--- config.mk ---
export PLATFORM = sky130hd
export DESIGN_NAME = osc_trim_i2c_slave
export DESIGN_NICKNAME = d
export VERILOG_FILES = /design/src/rtl/osc_trim_pkg.sv /design/src/rtl/i2c_line_sync.sv /design/src/rtl/i2c_slave_fsm.sv /design/src/rtl/trim_regfile.sv /design/src/rtl/osc_trim_i2c_slave.sv
export SDC_FILE = /design/constraint.sdc
export NUM_CORES = 1
export LEC_CHECK = 0
export BUFFER_PORTS_ARGS = -buffer_cell sky130_fd_sc_hd__buf_2
export CORE_UTILIZATION = 50
export DETAILED_ROUTE_END_ITERATION = 12
export GPL_TIMING_DRIVEN = 1
export HOLD_SLACK_MARGIN = 0.1
export PLACE_DENSITY = 0.72
export SLEW_MARGIN = 20
export SYNTH_ARGS = -nofsm -noshare
export SYNTH_HDL_FRONTEND = slang
export SYNTH_SLANG_ARGS = --single-unit
--- constraint.sdc ---
create_clock -name clk_i -period 2.4 [get_ports clk_i]
set_input_delay 0.36 -clock clk_i [delete_from_list [all_inputs] [get_ports clk_i]]
set_output_delay 0.36 -clock clk_i [all_outputs]
set_load 0.02 [all_outputs]
--- src/rtl/osc_trim_pkg.sv ---
package osc_trim_pkg;
  localparam int unsigned TUNE_W = 15;
  localparam int unsigned TEMP_W = 12;
  localparam int unsigned REG_AW = 2;

  typedef enum logic [2:0] {
    ST_IDLE,
    ST_RX,
    ST_RX_ACK,
    ST_TX,
    ST_TX_ACK
  } slv_state_e;

  typedef enum logic [1:0] {
    PH_DEV,
    PH_WORD,
    PH_DATA
  } rx_phase_e;
endpackage

--- src/rtl/i2c_line_sync.sv ---
module i2c_line_sync #(
  parameter int unsigned STAGES = 2
) (
  input  logic clk_i,
  input  logic rst_ni,
  input  logic scl_i,
  input  logic sda_i,
  output logic sda_o,
  output logic scl_rise_o,
  output logic scl_fall_o,
  output logic start_o,
  output logic stop_o
);
  // STAGES synchronizer flops plus one history flop per line
  logic [STAGES:0] scl_sh, sda_sh;

  always_ff @(posedge clk_i or negedge rst_ni) begin
    if (!rst_ni) begin
      scl_sh <= '1;
      sda_sh <= '1;
    end else begin
      scl_sh <= {scl_sh[STAGES-1:0], scl_i};
      sda_sh <= {sda_sh[STAGES-1:0], sda_i};
    end
  end

  logic scl_c, scl_p, sda_c, sda_p;
  assign scl_c = scl_sh[STAGES-1];
  assign scl_p = scl_sh[STAGES];
  assign sda_c = sda_sh[STAGES-1];
  assign sda_p = sda_sh[STAGES];

  assign sda_o      = sda_c;
  assign scl_rise_o = scl_c & ~scl_p;
  assign scl_fall_o = ~scl_c & scl_p;
  assign start_o    = scl_c & scl_p & sda_p & ~sda_c;
  assign stop_o     = scl_c & scl_p & ~sda_p & sda_c;
endmodule

--- src/rtl/i2c_slave_fsm.sv ---
module i2c_slave_fsm
  import osc_trim_pkg::*;
#(
  parameter logic [6:0] DEV_ADDR = 7'h41
) (
  input  logic              clk_i,
  input  logic              rst_ni,
  input  logic              sda_i,
  input  logic              scl_rise_i,
  input  logic              scl_fall_i,
  input  logic              start_i,
  input  logic              stop_i,
  input  logic [7:0]        rd_data_i,
  output logic [REG_AW-1:0] ptr_o,
  output logic              wr_en_o,
  output logic [REG_AW-1:0] wr_addr_o,
  output logic [7:0]        wr_data_o,
  output logic              snap_load_o,
  output logic              sda_pull_o
);
  slv_state_e        state;
  rx_phase_e         phase;
  logic [3:0]        bit_cnt;
  logic [7:0]        shreg;
  logic [REG_AW-1:0] ptr;
  logic              rd_mode, mack, pull;

  always_ff @(posedge clk_i or negedge rst_ni) begin
    if (!rst_ni) begin
      state       <= ST_IDLE;
      phase       <= PH_DEV;
      bit_cnt     <= '0;
      shreg       <= '0;
      ptr         <= '0;
      rd_mode     <= 1'b0;
      mack        <= 1'b0;
      pull        <= 1'b0;
      wr_en_o     <= 1'b0;
      wr_addr_o   <= '0;
      wr_data_o   <= '0;
      snap_load_o <= 1'b0;
    end else begin
      wr_en_o     <= 1'b0;
      snap_load_o <= 1'b0;
      if (start_i) begin
        state   <= ST_RX;
        phase   <= PH_DEV;
        bit_cnt <= '0;
        pull    <= 1'b0;
      end else if (stop_i) begin
        state <= ST_IDLE;
        pull  <= 1'b0;
      end else begin
        case (state)
          ST_RX: begin
            if (scl_rise_i && bit_cnt != 4'd8) begin
              shreg   <= {shreg[6:0], sda_i};
              bit_cnt <= bit_cnt + 1'b1;
            end else if (scl_fall_i && bit_cnt == 4'd8) begin
              bit_cnt <= '0;
              case (phase)
                PH_DEV: begin
                  if (shreg[7:1] == DEV_ADDR) begin
                    rd_mode <= shreg[0];
                    pull    <= 1'b1;
                    state   <= ST_RX_ACK;
                  end else begin
                    state <= ST_IDLE;
                  end
                end
                PH_WORD: begin
                  ptr         <= shreg[REG_AW-1:0];
                  snap_load_o <= 1'b1;
                  pull        <= 1'b1;
                  state       <= ST_RX_ACK;
                end
                default: begin
                  wr_en_o   <= 1'b1;
                  wr_addr_o <= ptr;
                  wr_data_o <= shreg;
                  ptr       <= ptr + 1'b1;
                  pull      <= 1'b1;
                  state     <= ST_RX_ACK;
                end
              endcase
            end
          end
          ST_RX_ACK: begin
            if (scl_fall_i) begin
              if (phase == PH_DEV && rd_mode) begin
                state <= ST_TX;
                shreg <= rd_data_i;
                pull  <= ~rd_data_i[7];
              end else begin
                pull  <= 1'b0;
                state <= ST_RX;
                phase <= (phase == PH_DEV) ? PH_WORD : PH_DATA;
              end
            end
          end
          ST_TX: begin
            if (scl_rise_i) begin
              bit_cnt <= bit_cnt + 1'b1;
            end else if (scl_fall_i) begin
              if (bit_cnt == 4'd8) begin
                pull    <= 1'b0;
                bit_cnt <= '0;
                ptr     <= ptr + 1'b1;
                state   <= ST_TX_ACK;
              end else begin
                shreg <= {shreg[6:0], 1'b0};
                pull  <= ~shreg[6];
              end
            end
          end
          ST_TX_ACK: begin
            if (scl_rise_i) begin
              mack <= ~sda_i;
            end else if (scl_fall_i) begin
              if (mack) begin
                state <= ST_TX;
                shreg <= rd_data_i;
                pull  <= ~rd_data_i[7];
              end else begin
                state <= ST_IDLE;
              end
            end
          end
          default: ;
        endcase
      end
    end
  end

  assign ptr_o      = ptr;
  assign sda_pull_o = pull;
endmodule

--- src/rtl/trim_regfile.sv ---
module trim_regfile
  import osc_trim_pkg::*;
#(
  parameter logic [TEMP_W-1:0] TEMP_RESET = 12'h190
) (
  input  logic              clk_i,
  input  logic              rst_ni,
  input  logic              wr_en_i,
  input  logic [REG_AW-1:0] wr_addr_i,
  input  logic [7:0]        wr_data_i,
  input  logic [REG_AW-1:0] rd_addr_i,
  output logic [7:0]        rd_data_o,
  input  logic              snap_load_i,
  input  logic [TEMP_W-1:0] temp_live_i,
  output logic [TEMP_W-1:0] temp_snap_o,
  output logic [TUNE_W-1:0] tune_word_o,
  output logic              comp_hold_o,
  output logic              tune_updated_o
);
  localparam int unsigned LO_W = TEMP_W - 8;

  logic [7:0]        tune_hi, tune_lo;
  logic [TEMP_W-1:0] snap;

  always_ff @(posedge clk_i or negedge rst_ni) begin
    if (!rst_ni) begin
      tune_hi        <= '0;
      tune_lo        <= '0;
      snap           <= TEMP_RESET;
      tune_updated_o <= 1'b0;
    end else begin
      tune_updated_o <= wr_en_i && (wr_addr_i == 2'd1);
      if (wr_en_i && wr_addr_i == 2'd0) tune_hi <= wr_data_i;
      if (wr_en_i && wr_addr_i == 2'd1) tune_lo <= wr_data_i;
      if (snap_load_i) snap <= temp_live_i;
    end
  end

  always_comb begin
    case (rd_addr_i)
      2'd0:    rd_data_o = tune_hi;
      2'd1:    rd_data_o = tune_lo;
      2'd2:    rd_data_o = snap[TEMP_W-1:LO_W];
      default: rd_data_o = {snap[LO_W-1:0], {(8-LO_W){1'b0}}};
    endcase
  end

  assign tune_word_o = {tune_hi[6:0], tune_lo};
  assign comp_hold_o = tune_hi[7];
  assign temp_snap_o = snap;
endmodule

--- src/rtl/osc_trim_i2c_slave.sv ---
module osc_trim_i2c_slave
  import osc_trim_pkg::*;
#(
  parameter logic [6:0]        DEV_ADDR    = 7'h41,
  parameter int unsigned       SYNC_STAGES = 2,
  parameter logic [TEMP_W-1:0] TEMP_RESET  = 12'h190
) (
  input  logic              clk_i,
  input  logic              rst_ni,
  input  logic              scl_i,
  input  logic              sda_i,
  output logic              sda_pull_o,
  input  logic [TEMP_W-1:0] temp_live_i,
  output logic [TUNE_W-1:0] tune_word_o,
  output logic              comp_hold_o,
  output logic              tune_updated_o
);
  logic              sda_s, scl_rise, scl_fall, start_det, stop_det;
  logic [REG_AW-1:0] ptr, wr_addr;
  logic [7:0]        rd_data, wr_data;
  logic              wr_en, snap_load;
  logic [TEMP_W-1:0] temp_snap;

  i2c_line_sync #(.STAGES(SYNC_STAGES)) u_sync (
    .clk_i      (clk_i),
    .rst_ni     (rst_ni),
    .scl_i      (scl_i),
    .sda_i      (sda_i),
    .sda_o      (sda_s),
    .scl_rise_o (scl_rise),
    .scl_fall_o (scl_fall),
    .start_o    (start_det),
    .stop_o     (stop_det)
  );

  i2c_slave_fsm #(.DEV_ADDR(DEV_ADDR)) u_fsm (
    .clk_i       (clk_i),
    .rst_ni      (rst_ni),
    .sda_i       (sda_s),
    .scl_rise_i  (scl_rise),
    .scl_fall_i  (scl_fall),
    .start_i     (start_det),
    .stop_i      (stop_det),
    .rd_data_i   (rd_data),
    .ptr_o       (ptr),
    .wr_en_o     (wr_en),
    .wr_addr_o   (wr_addr),
    .wr_data_o   (wr_data),
    .snap_load_o (snap_load),
    .sda_pull_o  (sda_pull_o)
  );

  trim_regfile #(.TEMP_RESET(TEMP_RESET)) u_regs (
    .clk_i          (clk_i),
    .rst_ni         (rst_ni),
    .wr_en_i        (wr_en),
    .wr_addr_i      (wr_addr),
    .wr_data_i      (wr_data),
    .rd_addr_i      (ptr),
    .rd_data_o      (rd_data),
    .snap_load_i    (snap_load),
    .temp_live_i    (temp_live_i),
    .temp_snap_o    (temp_snap),
    .tune_word_o    (tune_word_o),
    .comp_hold_o    (comp_hold_o),
    .tune_updated_o (tune_updated_o)
  );
endmodule

==> results.tsv, run 1 <==
metric	value	unit
Post-synth EDFFs	0	
YS warnings	0	
setup slack at placement	0.116	ns
CTS Root Cell	clkbuf_8	
detailed placer's ending HPWL	5140	um
post-DR vias/cell	5.96	
area grow syn2layout	17.3	%
Post-Syn Area per Cell	11.2	um2
CP arrival	2.53	ns
Hold Crit Class	in2reg	
leakage dissipation	1.91	nW
CTS sink cnt	69	
Post-Synthesis Cells	302	
pwr dens	720	nW/um2
# port buffers	33	
1st-pass router iterations	10	
total power	0.00286	W
critical path required time	2.63	ns
Tmin final	2.30	ns
core area	6460	um2
synth cell count leaders	dfrtp_1, mux2_2, nand2_1	
drt wl/cell	16.8	um
Multi-input gate area	1560	um2
unrepaired setup endpoints after global routing	no	
ys flop type	dfrtp_1	
Fillers	551	
Async SR Flop Fraction	100	%
Peak VDD IR	527	uV
Worst-Skew Late Latency	0.35	ns
CTS tree	built	
critical path class	reg2reg	
FP Rows	29	
die area	7100	um2
Final Max Tran Viols	0	
period utilisation layout	95.9	%
top-area cell type share of the netlist area	44.4	%
crit path capture type	register	
die height	84.3	um
final worst slack	0.0991	ns
Routed WL	7220	um
status	finished, violations left	
TNS Setup	0	ns
Critical Path Fanout Max	8	
remaining global-route overflow	0	
placed cell count	411	
Num CTS Buffers	9	
largest net degree at the start of global routing	30	
DRT iter0 DRCs	240	
synthesized flop and latch total	69	
global-route wire length before repair	12000	um
vias in the first global route	2463	
global-route usage over all layers	21.7	%
top area cells in the synthesized netlist	dfrtp_1, mux2_2, dfstp_2, nand2_1, ha_1	
Inserted Diodes	0	
io pins	34	
most frequent cell after synthesis	dfrtp_1	
worst rel slew slack	59.1	%
Clock transition at path regs	0.09	ns
Startpoint Class	register	
postcts setup bufs	0	
Hold Path Depth	2	
non-filler instance count after layout	430	
share of cells above drive strength 1	34.0	%
Die W	84.3	um
register area share after synthesis	51.4	%
number of max-cap violations	0	
Final nets	373	
Worst Tran Pin Value	0.614	ns
Final setup viols	0	
Post-route DRC	2	
clock skew	0.0120	ns
post-route ant nets	0	
area leader, netlist	dfrtp_1	
count of different cell masters after synthesis	49	
CTS max path bufs	2	
initial antenna violation count	0	
via count	2564	
violated checks	DRC	
GP Congestion	0.945	
Reg area	1740	um2
worst r2r path cells	7	
Hold Vio Cnt, Final	0	
Synth Net Count	327	
highest clock rate	0.435	GHz
H-tree lvl count	3	
Starting Density	52.4	%
Synth Cell Area	3380	um2
[path summary, 6_finish.rpt]
check / start / endpoint / slack (ns)
min in group asynchronous: rst_ni / u_fsm.wr_addr_o[1]$_DFFE_PN0P_ / 0.55
setup reg to reg: u_sync.scl_sh[2]$_DFF_PN1_ / u_fsm.shreg[7]$_DFFE_PN0P_ / 0.1
max in group asynchronous: rst_ni / u_regs.temp_snap_o[4]$_DFFE_PN1P_ / 1.14
hold reg to reg: u_sync.scl_sh[0]$_DFF_PN1_ / u_sync.scl_sh[1]$_DFF_PN1_ / 0.36
setup / recovery: u_sync.scl_sh[2]$_DFF_PN1_ / u_fsm.shreg[7]$_DFFE_PN0P_ / 0.1
hold / removal: temp_live_i[10] / u_regs.temp_snap_o[10]$_DFFE_PN0P_ / 0.24
[cell usage in the layout (no fill, tap or decap), types with 6 or more instances in the layout]
cell	netlist	final
a21oi_1	10	10
a222oi_1	7	7
buf_2	2	33
buf_4	0	10
clkbuf_8	0	9
dfrtp_1	60	60
dfstp_2	9	9
ha_1	9	8
inv_1	9	9
mux2_2	41	41
nand2_1	37	37
nor2_1	18	18
nor2b_1	6	6
nor3_1	8	8
o21ai_0	9	9
[flip-flops by register name (all words and copies together), names as in the netlist, 3 cells and up]
register / count
u_regs.temp_snap_o: 12
u_fsm.shreg: 8
u_fsm.wr_data_o: 8
u_regs.tune_hi: 8
u_regs.tune_lo: 8
u_fsm.bit_cnt: 4
u_fsm.state: 3
u_sync.scl_sh: 3
u_sync.sda_sh: 3
[power by group]
group          leakage [nW]  internal [W]  switching (W)
clock                 0.110      0.000603       0.000487
sequential            0.912       0.00126       0.000113
combinational         0.892      0.000212       0.000184
total                  1.91       0.00207       0.000785
[critical path, stage by stage, from the launching register on]
cell      delay, ns
dfstp_2        0.55
ha_1           0.27
inv_1          0.14
nor4b_1        0.28
o21bai_1       0.14
a221oi_4       0.32
buf_12         0.16
mux2_2         0.33
[cell type report]
class | count | area share (%)
clock inverters | 7 | 2.68
well taps | 77 | 2.43
clock buffers | 9 | 3.12
multi-input cells | 210 | 39.2
flip-flops and latches | 69 | 43.8
inverters | 10 | 0.946
repair buffers | 48 | 7.82
[cells by family (layout without fill, tap and decap cells)]
family                     Yosys count  after routing  synth area share [%]
buffers and inverters               23             74                  2.85
adders and majority gates            9              9                  3.33
muxes                               43             43                  14.2
DFF                                 69             69                  51.4
and+or+nand+nor                     99             99                  15.2
AOI/OAI and AO/OA                   59             59                  13.1
[stage by stage]
step	hold WS, ns	util (%)	instance area, um2
after floorplan	0.0644	-	3380
after detailed placement	0.347	57.3	3700
final	0.237	61.4	3970
after global routing	0.239	61.4	3970
after global placement	0.346	57.3	3700
after CTS	0.225	61.3	3960
[timing repair]
| action | CTS | global route |
|---|---|---|
| resized for setup | 0 | 2 |
| setup endpoints to repair | 0 | 8 |
| hold buffers | 3 | 0 |
| hold endpoints to repair | 26 | 0 |
[metal layers]
metal / global-route usage [%] / vias to the layer above / part of all wire, %
met2: 33.5 / 86 / 47
li1: - / 1191 / -
met4: 8.46 / 0 / 1.6
met1: 31.1 / 1276 / 46
met5: 0 / - / 0
met3: 3.24 / 11 / 5.2
Note: power is estimated with default switching activity, not from simulation.
==> run 2: changes to the inputs <==
--- a/config.mk
+++ b/config.mk
@@ -6,6 +6,7 @@
 export NUM_CORES = 1
 export LEC_CHECK = 0
 export BUFFER_PORTS_ARGS = -buffer_cell sky130_fd_sc_hd__buf_2
+export CORE_ASPECT_RATIO = 0.8
 export CORE_UTILIZATION = 50
 export DETAILED_ROUTE_END_ITERATION = 12
 export GPL_TIMING_DRIVEN = 1
==> results.tsv, run 2 (same netlist as run 1, synthesis figures left out) <==
metric	value	unit	change
status	finished, final reports clean		was finished, violations left
CP arrival	2.48	ns	was 2.53 ns
global-route wire length before repair	12500	um	was 12,000 um
area grow syn2layout	16.1	%	was 17.3%
Starting Density	52.3	%	was 52.4%
number of max-cap violations	0		unchanged
Final setup viols	0		unchanged
Critical Path Fanout Max	8		unchanged
global-route usage over all layers	23.7	%	was 21.7%
initial antenna violation count	0		unchanged
most frequent cells in the layout	dfrtp_1, mux2_2, nand2_1		unchanged
Hold Crit Class	in2reg		unchanged
pwr dens	666	nW/um2	was 720 nW/um2
CTS sink cnt	69		unchanged
H-tree lvl count	3		unchanged
unrepaired setup endpoints after global routing	no		unchanged
remaining global-route overflow	0		unchanged
CTS tree	built		unchanged
Clock transition at path regs	0.08	ns	was 0.09 ns
crit path capture type	register		unchanged
core area	6470	um2	was 6460 um2
io pins	34		unchanged
CTS max path bufs	2		unchanged
largest net degree at the start of global routing	26		was 30
via count	2571		was 2,564
Core Util, Final	60.7	%	was 61.4%
GP Congestion	0.858		was 0.945
vias in the first global route	2437		was 2,463
worst rel slew slack	61.4	%	was 59.1%
post-DR vias/cell	5.86		was 5.96
detailed placer's ending HPWL	5420	um	was 5140 um
Worst-Skew Late Latency	0.35	ns	about the same
leakage dissipation	1.90	nW	was 1.91 nW
clock skew	0.00992	ns	was 0.0120 ns
Final Max Tran Viols	0		unchanged
Final nets	375		was 373
postcts setup bufs	0		unchanged
FP Rows	26		was 29
commonest non-fill, non-tap cell in the layout	dfrtp_1		unchanged
TNS Setup	0	ns	unchanged
Worst Tran Pin Value	0.572	ns	was 0.614 ns
Num CTS Buffers	9		unchanged
Routed WL	7580	um	was 7220 um
CTS Root Cell	clkbuf_8		unchanged
1st-pass router iterations	5		was 10
Hold Vio Cnt, Final	0		unchanged
non-filler instance count after layout	439		was 430
share of cells above drive strength 1	34.4	%	was 34.0%
critical path class	reg2reg		unchanged
Startpoint Class	register		unchanged
DRT iter0 DRCs	193		was 240
placed cell count	420		was 411
Inserted Diodes	0		unchanged
Post-route DRC	0		was 2
drt wl/cell	17.3	um	was 16.8 um
die height	75.6	um	was 84.3 um
critical path required time	2.62	ns	was 2.63 ns
die area	7100	um2	about the same
Die W	94.0	um	was 84.3 um
post-route ant nets	0		unchanged
Tmin final	2.25	ns	was 2.30 ns
number of flip-flops in the largest register	12		unchanged
period utilisation layout	93.9	%	was 95.9%
highest clock rate	0.444	GHz	was 0.435 GHz
# port buffers	33		unchanged
Peak VDD IR	387	uV	was 527 uV
## run 2: cell count changes in the layout (fill, tap and decap cells not counted), moves of 2 or more
cell | previous run | this run
bufinv_16 | 2 | 0
clkinv_2 | 0 | 3
buf_4 | 10 | 13
inv_8 | 2 | 0
## run 2: final timing paths
check / start / endpoint / slack [ns] / cells after the start
max: u_sync.scl_sh[2]$_DFF_PN1_ / u_fsm.shreg[5]$_DFFE_PN0P_ / 0.15 / 8
min: temp_live_i[4] / u_regs.temp_snap_o[4]$_DFFE_PN1P_ / 0.24 / 2
max reg2reg: u_sync.scl_sh[2]$_DFF_PN1_ / u_fsm.shreg[5]$_DFFE_PN0P_ / 0.15 / 8
min reg2reg: u_sync.sda_sh[0]$_DFF_PN1_ / u_sync.sda_sh[1]$_DFF_PN1_ / 0.36 / 0
max in group asynchronous: rst_ni / u_regs.temp_snap_o[4]$_DFFE_PN1P_ / 1.14 / 3
min in group asynchronous: rst_ni / u_regs.tune_hi[3]$_DFFE_PN0P_ / 0.50 / 2
## run 2: where the power goes
part / total [W] / internal, W / switching (W)
clock: 0.000839 / 0.000399 / 0.000441
combinational: 0.000400 / 0.000210 / 0.000190
sequential: 0.00138 / 0.00126 / 0.000118
## run 2: final cells by class
type	instances	area [um2]
clock buffer	10	138
clock inverter	6	38.8
fill	536	2550
inverter	10	37.5
multi-input combinational	210	1560
sequential	69	1740
tap	84	105
timing repair buffer	50	313
## run 2: repair_timing
item | 4_1_cts | 5_1_grt
hold buffers | 3 | 0
resized for setup | 0 | 2
endpoints found under the setup margin | 0 | 5
endpoints found under the hold margin | 16 | 0
## run 2: per-stage QoR
step	setup slack (ns)	area (um2)	total power [W]	hold WS, ns
2_1_floorplan	0.133	3380	0.00162	0.0644
3_3_place_gp	0.164	3710	0.00176	0.346
3_5_place_dp	0.0927	3710	0.00179	0.347
4_1_cts	0.0833	3920	0.00263	0.230
5_1_grt	0.0536	3930	0.00276	0.233
6_report	0.147	3930	0.00261	0.245
## run 2: layer usage
| layer | part of all wire, % | GRT usage (%) | vias up |
|---|---|---|---|
| met1 | 45 | 32.6 | 1268 |
| met4 | 1.1 | 7.18 | 0 |
| met5 | 0 | 0 | - |
| li1 | - | - | 1196 |
| met2 | 46 | 36.7 | 96 |
| met3 | 7.2 | 7.19 | 11 |
## run 2: worst max-delay path, cell delays in order, from the launching register on
cell and delay, ns:
dfstp_2 0.54, inv_1 0.05, ha_2 0.21, nor2b_1 0.12, a21oi_1 0.04, or3_1 0.37
a221oi_4 0.31, buf_12 0.16, mux2_2 0.34
==> run 3: changes to the inputs <==
==> constraint.sdc (replaced) <==
create_clock -name clk_i -period 2.4 [get_ports clk_i]
set_input_delay 0.48 -clock clk_i [delete_from_list [all_inputs] [get_ports clk_i]]
set_output_delay 0.48 -clock clk_i [all_outputs]
set_load 0.02 [all_outputs]
==> results.tsv, run 3 (same netlist as run 1, synthesis figures left out) <==
metric	value	unit	change
setup slack at placement	0.0593	ns	was 0.0927 ns
post-DR vias/cell	5.86		about the same
io pins	34		unchanged
Multi-input gate area	1560	um2	unchanged
CP arrival	2.51	ns	was 2.48 ns
period utilisation layout	94.7	%	was 93.9%
status	finished, final reports clean		unchanged
crit-path max cell delay	0.54	ns	about the same
commonest non-fill, non-tap cell in the layout	dfrtp_1		unchanged
# port buffers	33		unchanged
DRT iter0 DRCs	187		was 193
FP Rows	26		unchanged
Post-route DRC	0		unchanged
Num CTS Buffers	9		unchanged
most frequent cells in the layout	dfrtp_1, mux2_2, nand2_1		unchanged
crit path capture type	register		unchanged
Final Max Tran Viols	0		unchanged
critical path's slowest cell	dfstp_2		unchanged
via count	2556		was 2,571
Fillers	537		was 536
Final nets	372		was 375
global-route usage over all layers	23.5	%	was 23.7%
remaining global-route overflow	0		unchanged
number of flip-flops in the largest register	12		unchanged
Critical Path Fanout Max	8		unchanged
die area	7100	um2	unchanged
CTS max path bufs	2		unchanged
Final setup viols	0		unchanged
Hold Crit Class	in2reg		unchanged
share of cells above drive strength 1	33.2	%	was 34.4%
Reg area	1740	um2	unchanged
1st-pass router iterations	5		unchanged
Hold Vio Cnt, Final	0		unchanged
final worst slack	0.128	ns	was 0.147 ns
clock skew	0.00922	ns	was 0.00992 ns
Clock transition at path regs	0.07	ns	was 0.08 ns
initial antenna violation count	0		unchanged
drt wl/cell	17.1	um	was 17.3 um
CTS sink cnt	69		unchanged
CP cell instances	inv_1 -> ha_2 -> nor2b_1 -> a21oi_1 -> or3_1 -> a221oi_4 -> buf_12 -> mux2_2		unchanged
Routed WL	7450	um	was 7580 um
Starting Density	52.3	%	unchanged
Tmin final	2.27	ns	was 2.25 ns
pwr dens	687	nW/um2	was 666 nW/um2
final instance area	3920	um2	was 3930 um2
area grow syn2layout	16.0	%	was 16.1%
critical path required time	2.63	ns	was 2.62 ns
detailed placer's ending HPWL	5370	um	was 5420 um
number of max-cap violations	0		unchanged
critical path class	reg2reg		unchanged
highest clock rate	0.440	GHz	was 0.444 GHz
Placement Cell Area	3720	um2	was 3710 um2
postcts setup bufs	0		unchanged
GP Congestion	0.861		was 0.858
Peak VDD IR	368	uV	was 387 uV
Startpoint Class	register		unchanged
worst hold slack	0.225	ns	was 0.245 ns
worst rel slew slack	59.6	%	was 61.4%
CTS Root Cell	clkbuf_8		unchanged
Inserted Diodes	0		unchanged
post-route ant nets	0		unchanged
total power	0.00270	W	was 0.00261 W
Worst-Skew Late Latency	0.35	ns	about the same
core area	6470	um2	unchanged
H-tree lvl count	3		unchanged
leakage dissipation	1.89	nW	was 1.90 nW
TNS Setup	0	ns	unchanged
vias in the first global route	2388		was 2,437
global-route wire length before repair	12200	um	was 12,500 um
unrepaired setup endpoints after global routing	no		unchanged
CTS tree	built		unchanged
largest net degree at the start of global routing	49		was 26
die height	75.6	um	unchanged
Die W	94.0	um	unchanged
Worst Tran Pin Value	0.606	ns	was 0.572 ns
==> run 3: cell count changes in the layout (fill, tap and decap cells not counted) <==
cell           before  now
clkbuf_1            0    4
buf_4              13   11
a2111oi_2           0    1
clkinv_4            1    0
bufinv_16           0    1
clkinv_2            3    1
buf_12              1    2
nor4b_1             1    2
clkinvlp_4          2    0
a2111oi_0           3    2
dlygate4sd3_1       3    1
nor4b_2             1    0
==> run 3: metal layers <==
metal / routed length [um] / part of all wire, % / vias up / track usage [%]
met3: 456 / 6.1 / 11 / 7.78
met1: 3520 / 47 / 1259 / 32.1
met2: 3410 / 46 / 97 / 36.3
li1: - / - / 1189 / -
met5: 0 / 0 / - / 0
met4: 72 / 0.97 / 0 / 7.01
==> run 3: stage by stage <==
step	cells	utilization [%]
floorplan	302	-
global placement	419	57.4
detailed placement	419	57.4
CTS	436	60.5
global route	436	60.6
finish	436	60.6
==> run 3: worst paths after layout <==
path                       cells after the start  slack (ns)                  startpoint                                 to
min reg2reg                                    0        0.36  u_sync.sda_sh[0]$_DFF_PN1_         u_sync.sda_sh[1]$_DFF_PN1_
max reg2reg                                    8        0.13  u_sync.scl_sh[2]$_DFF_PN1_         u_fsm.shreg[5]$_DFFE_PN0P_
min                                            1        0.23                       scl_i         u_sync.scl_sh[0]$_DFF_PN1_
max                                            8        0.13  u_sync.scl_sh[2]$_DFF_PN1_         u_fsm.shreg[5]$_DFFE_PN0P_
min in group asynchronous                      2        0.63                      rst_ni    u_regs.tune_updated_o$_DFF_PN0_
max in group asynchronous                      3        1.11                      rst_ni  u_regs.temp_snap_o[4]$_DFFE_PN1P_
==> run 3: repair_timing <==
action                     in CTS  in global routing
hold buffers                    1                  0
resized for setup               0                  3
setup endpoints to repair       0                  9
hold endpoints to repair        4                  0
==> run 3: where the power goes <==
group	leakage, nW	total [W]	internal, W	switching, W
Combinational	0.886	0.000406	0.000210	0.000197
Sequential	0.912	0.00137	0.00126	0.000113
Clock	0.0947	0.000919	0.000509	0.000411
==> run 3: final cells by class <==
| cell class | instances | area share (%) |
|---|---|---|
| clock inverters | 2 | 0.893 |
| repair buffers | 47 | 7.59 |
| well taps | 84 | 2.68 |
| flip-flops and latches | 69 | 44.3 |
| clock buffers | 14 | 3.89 |
| multi-input cells | 210 | 39.7 |
| inverters | 10 | 0.957 |
==> run 3: critical path: cells and delay by family, from the launching register on <==
family / cells / cell delay (ns)
compound gates: 2 / 0.36
flops: 1 / 0.54
fa+ha+maj: 1 / 0.21
simple gates: 2 / 0.49
buf+inv: 2 / 0.21
mux: 1 / 0.33
